<file path="src/rtl/adb_pkg.sv">
package adb_pkg;
  localparam int unsigned N_LVL = 5;
  localparam int unsigned N_MID = 3;
  localparam int unsigned TOP_LVL = N_LVL - 1;

  typedef logic [$clog2(N_LVL)-1:0] lvl_t;
  typedef logic [N_LVL-1:0]         sw_t;

  function automatic sw_t lvl_onehot(lvl_t l);
    sw_t s;
    s = '0;
    s[l] = 1'b1;
    return s;
  endfunction
endpackage

</file>
<file path="src/rtl/adb_phase_ctr.sv">
module adb_phase_ctr #(
  parameter int unsigned PERIOD = 32,
  localparam int unsigned CW = $clog2(PERIOD)
) (
  input  logic          clk_i,
  input  logic          rst_ni,
  input  logic          en_i,
  input  logic          start_i,
  input  logic          at_gnd_i,
  output logic          busy_d_o,
  output logic [CW-1:0] cnt_d_o
);
  logic          busy_q;
  logic [CW-1:0] cnt_q;
  logic          accept;

  assign accept = en_i && start_i && at_gnd_i;

  always_comb begin
    busy_d_o = busy_q;
    cnt_d_o  = cnt_q;
    if (accept) begin
      busy_d_o = 1'b1;
      cnt_d_o  = '0;
    end else if (busy_q) begin
      if (cnt_q == CW'(PERIOD - 1)) begin
        busy_d_o = 1'b0;
        cnt_d_o  = '0;
      end else begin
        cnt_d_o = cnt_q + 1'b1;
      end
    end
  end

  always_ff @(posedge clk_i or negedge rst_ni) begin
    if (!rst_ni) begin
      busy_q <= 1'b0;
      cnt_q  <= '0;
    end else begin
      busy_q <= busy_d_o;
      cnt_q  <= cnt_d_o;
    end
  end


  strobe_off_gnd_ignored_chk: assert property (@(posedge clk_i) disable iff (!rst_ni)
    (busy_q && !at_gnd_i) |=> (busy_q && cnt_q == $past(cnt_q) + 1'b1));


  idle_stays_when_disabled_chk: assert property (@(posedge clk_i) disable iff (!rst_ni)
    (!en_i && !busy_q) |=> !busy_q);
endmodule

</file>
<file path="src/rtl/adb_level_map.sv">
module adb_level_map
  import adb_pkg::*;
#(
  parameter int unsigned MID_CYC = 1,
  parameter int unsigned HI_CYC  = 13,
  parameter int unsigned LO_CYC  = 13,
  localparam int unsigned RAMP   = N_MID * MID_CYC,
  localparam int unsigned PERIOD = 2 * RAMP + HI_CYC + LO_CYC,
  localparam int unsigned CW     = $clog2(PERIOD)
) (
  input  logic          busy_i,
  input  logic [CW-1:0] cnt_i,
  output lvl_t          lvl_o,
  output logic          rise_o,
  output logic          fall_o
);
  int unsigned pos;

  always_comb begin
    pos    = 32'(cnt_i);
    lvl_o  = '0;
    rise_o = 1'b0;
    fall_o = 1'b0;
    if (busy_i) begin
      if (pos < RAMP) begin
        lvl_o  = lvl_t'(pos / MID_CYC + 1);
        rise_o = 1'b1;
      end else if (pos < RAMP + HI_CYC) begin
        lvl_o = lvl_t'(TOP_LVL);
      end else if (pos < 2 * RAMP + HI_CYC) begin
        lvl_o  = lvl_t'(N_MID - (pos - RAMP - HI_CYC) / MID_CYC);
        fall_o = 1'b1;
      end
    end
  end
endmodule

</file>
<file path="src/rtl/adb_switch_reg.sv">
module adb_switch_reg
  import adb_pkg::*;
(
  input  logic clk_i,
  input  logic rst_ni,
  input  lvl_t lvl_d_i,
  input  logic rise_d_i,
  input  logic fall_d_i,
  output sw_t  sw_o,
  output lvl_t lvl_o,
  output logic rise_o,
  output logic fall_o,
  output logic valid_o
);
  always_ff @(posedge clk_i or negedge rst_ni) begin
    if (!rst_ni) begin
      sw_o    <= '0;
      lvl_o   <= '0;
      rise_o  <= 1'b0;
      fall_o  <= 1'b0;
      valid_o <= 1'b0;
    end else begin
      sw_o    <= lvl_onehot(lvl_d_i);
      lvl_o   <= lvl_d_i;
      rise_o  <= rise_d_i;
      fall_o  <= fall_d_i;
      valid_o <= 1'b1;
    end
  end


  one_switch_on_chk: assert property (@(posedge clk_i) disable iff (!rst_ni)
    valid_o |-> $onehot(sw_o));


  adjacent_step_chk: assert property (@(posedge clk_i) disable iff (!rst_ni)
    (valid_o && $past(valid_o)) |->
      (lvl_o == $past(lvl_o) || lvl_o == $past(lvl_o) + 1'b1 || lvl_o + 1'b1 == $past(lvl_o)));


  always_comb begin
    if (!rst_ni) reset_all_off_chk: assert (sw_o == '0);
  end
endmodule

</file>
<file path="src/rtl/adb_seq_array.sv">
module adb_seq_array
  import adb_pkg::*;
#(
  parameter int unsigned N_CH    = 16,
  parameter int unsigned MID_CYC = 1,
  parameter int unsigned HI_CYC  = 13,
  parameter int unsigned LO_CYC  = 13,
  localparam int unsigned PERIOD = 2 * N_MID * MID_CYC + HI_CYC + LO_CYC,
  localparam int unsigned CW     = $clog2(PERIOD),
  localparam int unsigned NW     = $clog2(N_CH + 1)
) (
  input  logic                clk_i,
  input  logic                rst_ni,
  input  logic                en_i,
  input  logic [N_CH-1:0]     start_i,
  output logic [N_LVL*N_CH-1:0] sw_o
);
  lvl_t            lvl_q [N_CH];
  logic [N_CH-1:0] rise_q, fall_q, valid_q;

  for (genvar c = 0; c < N_CH; c++) begin : g_ch
    logic          busy_d;
    logic [CW-1:0] cnt_d;
    lvl_t          lvl_d;
    logic          rise_d, fall_d, at_gnd;
    sw_t           sw;

    assign at_gnd = valid_q[c] && (lvl_q[c] == '0);

    adb_phase_ctr #(.PERIOD(PERIOD)) i_ctr (
      .clk_i    (clk_i),
      .rst_ni   (rst_ni),
      .en_i     (en_i),
      .start_i  (start_i[c]),
      .at_gnd_i (at_gnd),
      .busy_d_o (busy_d),
      .cnt_d_o  (cnt_d)
    );

    adb_level_map #(.MID_CYC(MID_CYC), .HI_CYC(HI_CYC), .LO_CYC(LO_CYC)) i_map (
      .busy_i (busy_d),
      .cnt_i  (cnt_d),
      .lvl_o  (lvl_d),
      .rise_o (rise_d),
      .fall_o (fall_d)
    );

    adb_switch_reg i_sw (
      .clk_i    (clk_i),
      .rst_ni   (rst_ni),
      .lvl_d_i  (lvl_d),
      .rise_d_i (rise_d),
      .fall_d_i (fall_d),
      .sw_o     (sw),
      .lvl_o    (lvl_q[c]),
      .rise_o   (rise_q[c]),
      .fall_o   (fall_q[c]),
      .valid_o  (valid_q[c])
    );

    assign sw_o[N_LVL*c +: N_LVL] = sw;
  end

  // array-wide rail occupancy, one pair of counters per intermediate level
  for (genvar m = 1; m <= N_MID; m++) begin : g_rail
    logic [NW-1:0] n_up, n_dn;
    always_comb begin
      n_up = '0;
      n_dn = '0;
      for (int c = 0; c < N_CH; c++) begin
        if (rise_q[c] && lvl_q[c] == lvl_t'(m)) n_up = n_up + 1'b1;
        if (fall_q[c] && lvl_q[c] == lvl_t'(m)) n_dn = n_dn + 1'b1;
      end
    end


    rail_single_riser_chk: assert property (@(posedge clk_i) disable iff (!rst_ni)
      n_up <= NW'(1));

    rail_single_faller_chk: assert property (@(posedge clk_i) disable iff (!rst_ni)
      n_dn <= NW'(1));
  end
endmodule

</file>
<file path="config.mk">
export PLATFORM = sky130hd
export DESIGN_NAME = adb_seq_array
export DESIGN_NICKNAME = d
export VERILOG_FILES = /design/src/rtl/adb_pkg.sv /design/src/rtl/adb_phase_ctr.sv /design/src/rtl/adb_level_map.sv /design/src/rtl/adb_switch_reg.sv /design/src/rtl/adb_seq_array.sv
export SDC_FILE = /design/constraint.sdc
export NUM_CORES = 1
export LEC_CHECK = 0
export BUFFER_PORTS_ARGS = -buffer_cell sky130_fd_sc_hd__buf_4
export CAP_MARGIN = 15
export CORE_UTILIZATION = 60
export CTS_CLUSTER_SIZE = 24
export DETAILED_ROUTE_END_ITERATION = 12
export HOLD_SLACK_MARGIN = 0.15
export PLACE_DENSITY = 0.8
export SYNTH_ARGS = -nofsm -noshare
export SYNTH_HDL_FRONTEND = slang
export SYNTH_SLANG_ARGS = --single-unit
</file>
<file path="constraint.sdc">
create_clock -name clk_i -period 3.1 [get_ports clk_i]
set_input_delay 0.62 -clock clk_i [delete_from_list [all_inputs] [get_ports clk_i]]
set_output_delay 0.62 -clock clk_i [all_outputs]
set_load 0.05 [all_outputs]
</file>
== Word-level counts from Yosys, hierarchy flattened ==
Index checks and enable logic that the tools add are counted.

* Output and inout bits: 80
* Bits of input ports: 19
* Word-level logic and storage cells: 513
* Flip-flop bits (word level): 225

* Equality and inequality tests: 16
* $lt $le $gt $ge: 80
* Add/sub/neg operators: 80
* Mux-type cells: 192
* Reduce and logical (&&, ||, !) cells: 80

{| class="wikitable"
|+ Operator list
! operator !! number
|-
| $mux 5 || 48
|-
| $mux 3 || 64
|-
| $lt 5x5->1 const B || 32
|-
| $add 5x1->5 const B || 16
|-
| $eq 5x5->1 const B || 16
|-
| $lt 5x2->1 const B || 16
|-
| $logic_and 1x1->1 || 64
|-
| $lt 3x4->1 const B || 16
|-
| $mux 1 || 64
|-
| $add 3x1->3 const B || 16
|-
| $demux 1 s3 || 16
|-
| $ge 3x1->1 const B || 16
|-
| $logic_not 3->1 || 16
|-
| $sub 2x3->3 const A || 16
|-
| $sub 3x2->3 const B || 16
|-
| $sub 3x3->3 const B || 16
|}

== Longest topological paths before layout ==
* Depth after elaboration: 15
* Gate-level depth with buffers: 13
* Mapped depth without buffers: 12

== By module ==
Synthesis repeated with hierarchy kept, for this count alone.

* Cells, all modules: 944
* Area, all modules: 11731.3 um^2

{| class="wikitable"
|+ By module, submodules not included
! module !! instances !! seq. area each (um^2) !! cells an instance !! area an instance (um^2)
|-
| adb_phase_ctr || 16 || 150.1 || 30 || 322.8
|-
| adb_switch_reg || 16 || 275.3 || 17 || 316.6
|-
| adb_level_map || 16 || 0.0 || 11 || 78.8
|-
| adb_seq_array || 1 || 0.0 || 16 || 240.2
|}

== Worst setup path after synthesis ==
OpenSTA, ideal clock, no wires.

* Path type: reg2reg
* Start: reg g_ch[1].i_ctr.cnt_q[0]
* End: reg g_ch[1].i_sw.sw_o[0]
* Setup slack: 0.392 ns
* Path buffers: 0
* Arrival: 2.581 ns
* Period minus slack after synthesis: 2.708 ns
* Stages on the path, launching flop included: 13
* Library setup time: 0.128 ns
* Data required time: 2.972 ns
* Cells stage by stage: dfrtp_1 > ha_1 > and3_1 > ha_1 > nand2b_1 > mux2i_1 > and2_1 > ha_1 > inv_1 > or3_1 > o221ai_1 > nand2b_1 > nor2_1

* Longest elaborated chain between the ends: 15
* Elaborated cells on any way between the ends: 24
* Those cells by class: 5 x add/sub; 5 x order compare; 1 x eq/ne; 12 x mux; 1 x reduce/logical

{| class="wikitable"
|+ RTL lines
! item !! RTL line !! RTL
|-
| start: declaration || adb_phase_ctr.sv:14 || <nowiki>logic [CW-1:0] cnt_q;</nowiki>
|-
| start signal: assignment || adb_phase_ctr.sv:41 || <nowiki>cnt_q <= cnt_d_o;</nowiki>
|-
| $add 5x1->5 or $eq 5x5->1 (tied branches) || adb_phase_ctr.sv:30, adb_phase_ctr.sv:26 ||
|-
| $mux 5 || adb_phase_ctr.sv:26 || <nowiki>if (cnt_q == CW'(PERIOD - 1)) begin</nowiki>
|-
| $mux 5 * || adb_phase_ctr.sv:25 || <nowiki>end else if (busy_q) begin</nowiki>
|-
| $mux 5 * || adb_phase_ctr.sv:22 || <nowiki>if (accept) begin</nowiki>
|-
| net g_ch[1].cnt_d[0] || adb_seq_array.sv:23 || <nowiki>logic [CW-1:0] cnt_d;</nowiki>
|-
| $sub 3x2->3 || adb_level_map.sv:31 || <nowiki>lvl_o = lvl_t'(N_MID - (pos - RAMP - HI_CYC) / MID_CYC);</nowiki>
|-
| $sub 3x3->3 || adb_level_map.sv:31 ||
|-
| $sub 2x3->3 || adb_level_map.sv:31 ||
|-
| $mux 3 || adb_level_map.sv:30 || <nowiki>end else if (pos < 2 * RAMP + HI_CYC) begin</nowiki>
|-
| $mux 3 || adb_level_map.sv:28 || <nowiki>end else if (pos < RAMP + HI_CYC) begin</nowiki>
|-
| $mux 3 * || adb_level_map.sv:25 || <nowiki>if (pos < RAMP) begin</nowiki>
|-
| $mux 3 * || adb_level_map.sv:24 || <nowiki>if (busy_i) begin</nowiki>
|-
| net g_ch[1].i_map.lvl_o[1] || adb_level_map.sv:13 || <nowiki>output lvl_t lvl_o,</nowiki>
|-
| $lt 3x4->1 (not written as such) or $ge 3x1->1 (tied branches) || adb_pkg.sv:12 || <nowiki>s[l] = 1'b1;</nowiki>
|-
| $logic_and 1x1->1 (not written as such) || adb_pkg.sv:12 ||
|-
| $mux 1 (not written as such) || adb_pkg.sv:12 ||
|-
| $demux 1 s3 * || -- ||
|-
| end signal: assignment || adb_switch_reg.sv:23 || <nowiki>sw_o <= lvl_onehot(lvl_d_i);</nowiki>
|-
| end: declaration || adb_switch_reg.sv:9 || <nowiki>output sw_t sw_o,</nowiki>
|}

The timed path passes the listed nets; every way through them passes the cells marked *.

== Worst setup path in the final report ==
* Start: reg g_ch[1].i_ctr.cnt_q[1]
* End: reg g_ch[1].i_sw.sw_o[0]

* Longest elaborated chain between the ends: 15
* Elaborated cells on any way between the ends: 24
* Those cells by class: 5 x add/sub; 5 x order compare; 1 x eq/ne; 12 x mux; 1 x reduce/logical

{| class="wikitable"
|+ RTL lines
! item !! RTL line
|-
| $eq 5x5->1 * || adb_phase_ctr.sv:26
|-
| $mux 5 * || adb_phase_ctr.sv:26
|-
| $mux 5 * || adb_phase_ctr.sv:25
|-
| $mux 5 * || adb_phase_ctr.sv:22
|-
| net g_ch[1].cnt_d[0] || adb_seq_array.sv:23
|-
| $sub 3x2->3 || adb_level_map.sv:31
|-
| $sub 3x3->3 || adb_level_map.sv:31
|-
| $sub 2x3->3 || adb_level_map.sv:31
|-
| $mux 3 || adb_level_map.sv:30
|-
| $mux 3 || adb_level_map.sv:28
|-
| $mux 3 * || adb_level_map.sv:25
|-
| $mux 3 * || adb_level_map.sv:24
|-
| net g_ch[1].i_map.lvl_o[1] || adb_level_map.sv:13
|-
| $lt 3x4->1 (not written as such) or $ge 3x1->1 (tied branches) || adb_pkg.sv:12
|-
| $logic_and 1x1->1 (not written as such) || adb_pkg.sv:12
|-
| $mux 1 (not written as such) || adb_pkg.sv:12
|-
| $demux 1 s3 * || --
|}

Marked as above.

==> results_dict.tcl <==
set metrics [dict create \
    status "finished, final reports clean" \
    die_w_um 141 \
    synth.largest_area_cell "dfrtp_1" \
    worst_slew_pin_slew_ps 686 \
    clk_path_buf_depth 3 \
    hold_viol 0 \
    io_buffers 98 \
    drc 0 \
    r2r.worst_path.cells 12 \
    worstPathRequired_ps 3470 \
    vias_per_cell 5.79 \
    cts.sinks 225 \
    synth-seq-cells 225 \
    cts.clk_slew.worst_paths_ps 60 \
    grt.total_usage 0.239 \
    synth-edff-count 0 \
    cp-startpoint "g_ch[1].i_ctr.cnt_q[1]$_DFF_PN0_" \
    drt_first_pass_iters 4 \
    vias 9053 \
    ant_nets 0 \
    arrival_ps 3280 \
    die-area_um2 20000 \
    hpwl_um 16400 \
    postCtsSetupRepairBufs 0 \
    rsz0062_at_grt "false" \
    diodes 0 \
    min_period_ps 2910 \
    wl_um 23200 \
    synth_seq_area_share 0.484 \
    timing.rr.start "g_ch[1].i_ctr.cnt_q[1]$_DFF_PN0_" \
    synthTopCellsByArea "dfrtp_1 48%, ha_1 5.2%, nor2_1 4.7%" \
    syn_area_um2 11600 \
    grt_max_degree 92 \
    clkLatencyLatePin_ps 500 \
    cp-end-kind "register" \
    synth_most_common_cell "dfrtp_1" \
    crit_end "g_ch[1].i_sw.sw_o[0]$_DFF_PN0_" \
    core_area_um2 18800 \
    rows 50 \
    synth_warnings 0 \
    synth.top_cell.area_share 0.484 \
    setup_viol 0 \
    setup.worst_path.start_class "register" \
    fin_nets 1360 \
    drive_gt1_frac 0.153 \
    reg2reg_to "g_ch[1].i_sw.sw_o[0]$_DFF_PN0_" \
    crit_fanout 6 \
    io_pins 99 \
    synth_common_cells "225 x dfrtp_1, 147 x nor2_1, 83 x a21oi_1, 77 x nand2_1, 61 x o21ai_0" \
    grt_pass1_vias 8638 \
    fin_area_um2 13500 \
    placed_area_um2 12700 \
    root_buffer "clkbuf_16" \
    cap_viol_max_count 0 \
    die_h_um 141 \
    cts_tree "done" \
    synthCells 1185 \
    grt_overflow_total 0 \
    synth_area_per_cell_um2 9.82 \
    crit_type "reg2reg" \
    ys_types 85 \
    synth-main-ff-cell "dfrtp_1" \
    drv_slew 0 \
    clock.fmax_ghz 0.343 \
    wl_per_cell_um 14.8 \
    relSlewSlack 0.543 \
    cts_htree_levels 1 \
    synth_nets 1252 \
    gp_congestion 0.889 \
    rrSetupSlack_ps 190 \
    cts_made_buffers 25 \
    grt_pass1_wl_um 39700 \
    syn2layout_area_growth_pct 15.7 \
    drt_iter0_markers 554 \
    setup_tns_ps 0 \
    hold_class "in2async" \
    start_util 0.618 \
    fin_skew_ps 10.1 \
    antenna_found_initial 0 \
    async_flop_share 1.00 \
    fin_crit_sh 0.940 \
]
state kept, by name (all words and copies together), names as in the netlist:
name,cells
g_ch.i_ctr.cnt_q,80
g_ch.i_sw.sw_o,80
g_ch.i_ctr.busy_q,16
g_ch.i_sw.valid_o,1
g_ch.i_sw.lvl_o,48
critical path, stage by stage (launching register included):
cell	delay, ps
dfrtp_1	420
ha_2	260
and3_1	200
ha_2	230
nand2b_1	200
mux2i_1	110
and2_1	190
ha_1	290
inv_1	60
or3_1	390
o221ai_2	210
nand2b_1	170
nor2_1	50
how the worst min path moves through the flow:
stage | startpoint | end | slack, ps | cells after the start
floorplan | rst_ni | g_ch[0].i_ctr.busy_q$_DFF_PN0_ | 320 | 0
global placement | g_ch[2].i_ctr.cnt_q[4]$_DFF_PN0_ | g_ch[2].i_ctr.cnt_q[4]$_DFF_PN0_ | 520 | 2
detailed placement | g_ch[2].i_ctr.cnt_q[4]$_DFF_PN0_ | g_ch[2].i_ctr.cnt_q[4]$_DFF_PN0_ | 530 | 2
CTS | rst_ni | g_ch[0].i_ctr.cnt_q[1]$_DFF_PN0_ | 150 | 1
global route | rst_ni | g_ch[0].i_ctr.cnt_q[0]$_DFF_PN0_ | 200 | 1
finish | rst_ni | g_ch[0].i_ctr.cnt_q[4]$_DFF_PN0_ | 130 | 1
placed cells by master (no fill, tap or decap), types with 6 or more instances in the layout:
| master | instances |
|---|---|
| a22oi_1 | 12 |
| nand3_1 | 12 |
| nor2b_1 | 35 |
| clkbuf_16 | 25 |
| nand4_1 | 7 |
| o21a_1 | 8 |
| clkbuf_1 | 7 |
| nor4_1 | 9 |
| a21o_1 | 11 |
| mux2i_1 | 31 |
| and3b_1 | 8 |
| or2_2 | 11 |
| and2_1 | 10 |
| dfrtp_1 | 224 |
| and3_1 | 36 |
| and4b_1 | 6 |
| o31ai_1 | 7 |
| a31oi_1 | 10 |
| xor2_1 | 8 |
| mux2_2 | 11 |
| a211oi_1 | 15 |
| nor2_1 | 147 |
| ha_1 | 46 |
| a21boi_0 | 6 |
| a21oi_1 | 83 |
| nand3b_1 | 16 |
| nor3_1 | 34 |
| inv_1 | 40 |
| nand2_1 | 77 |
| o31a_1 | 7 |
| o22ai_1 | 6 |
| nand2b_1 | 36 |
| o21ai_0 | 61 |
| nor3b_1 | 13 |
| nand4b_1 | 8 |
| a211o_1 | 7 |
| buf_4 | 119 |
per-layer routing:
| metal | track usage | wire [µm] | part of all wire |
|---|---|---|---|
| met5 | 0 | 0 | 0 |
| met4 | 0.0709 | 459 | 0.020 |
| met3 | 0.0375 | 1060 | 0.046 |
| met2 | 0.391 | 11000 | 0.47 |
| met1 | 0.330 | 10700 | 0.46 |
final cells by class:
class / instances / area, µm²
Multi-Input combinational cell: 878 / 5670
Sequential cell: 225 / 5630
Fill cell: 1411 / 5370
Timing Repair Buffer: 123 / 968
Clock buffer: 37 / 721
Tap cell: 260 / 325
Inverter: 40 / 150
logic make-up after synthesis:
family | after synthesis | share of synthesized area
AND/OR/NAND/NOR | 492 | 0.228
other | 1 | 0.000322
multiplexers | 42 | 0.0373
AO/OA/AOI/OAI | 283 | 0.159
XOR/XNOR | 12 | 0.00903
flip-flops | 225 | 0.484
adder cells (fa/ha/maj) | 48 | 0.0516
buffers and inverters | 82 | 0.0302
timing repair:
item,CTS,global route
hold buffers,0,0
hold endpoints to repair,0,0
setup endpoints to repair,0,7
resized for setup,0,5
stage by stage:
step	instances	setup slack, ps	util	hold slack [ps]
after floorplan	1185	392	-	324
after global placement	1526	243	0.676	518
after detailed placement	1526	136	0.676	533
after CTS	1563	35.0	0.714	150
after global routing	1563	16.0	0.715	197
final	1563	186	0.715	133
Power is not shown: default switching activity piles up to over one toggle a cycle in this logic, so the estimate is an artifact.
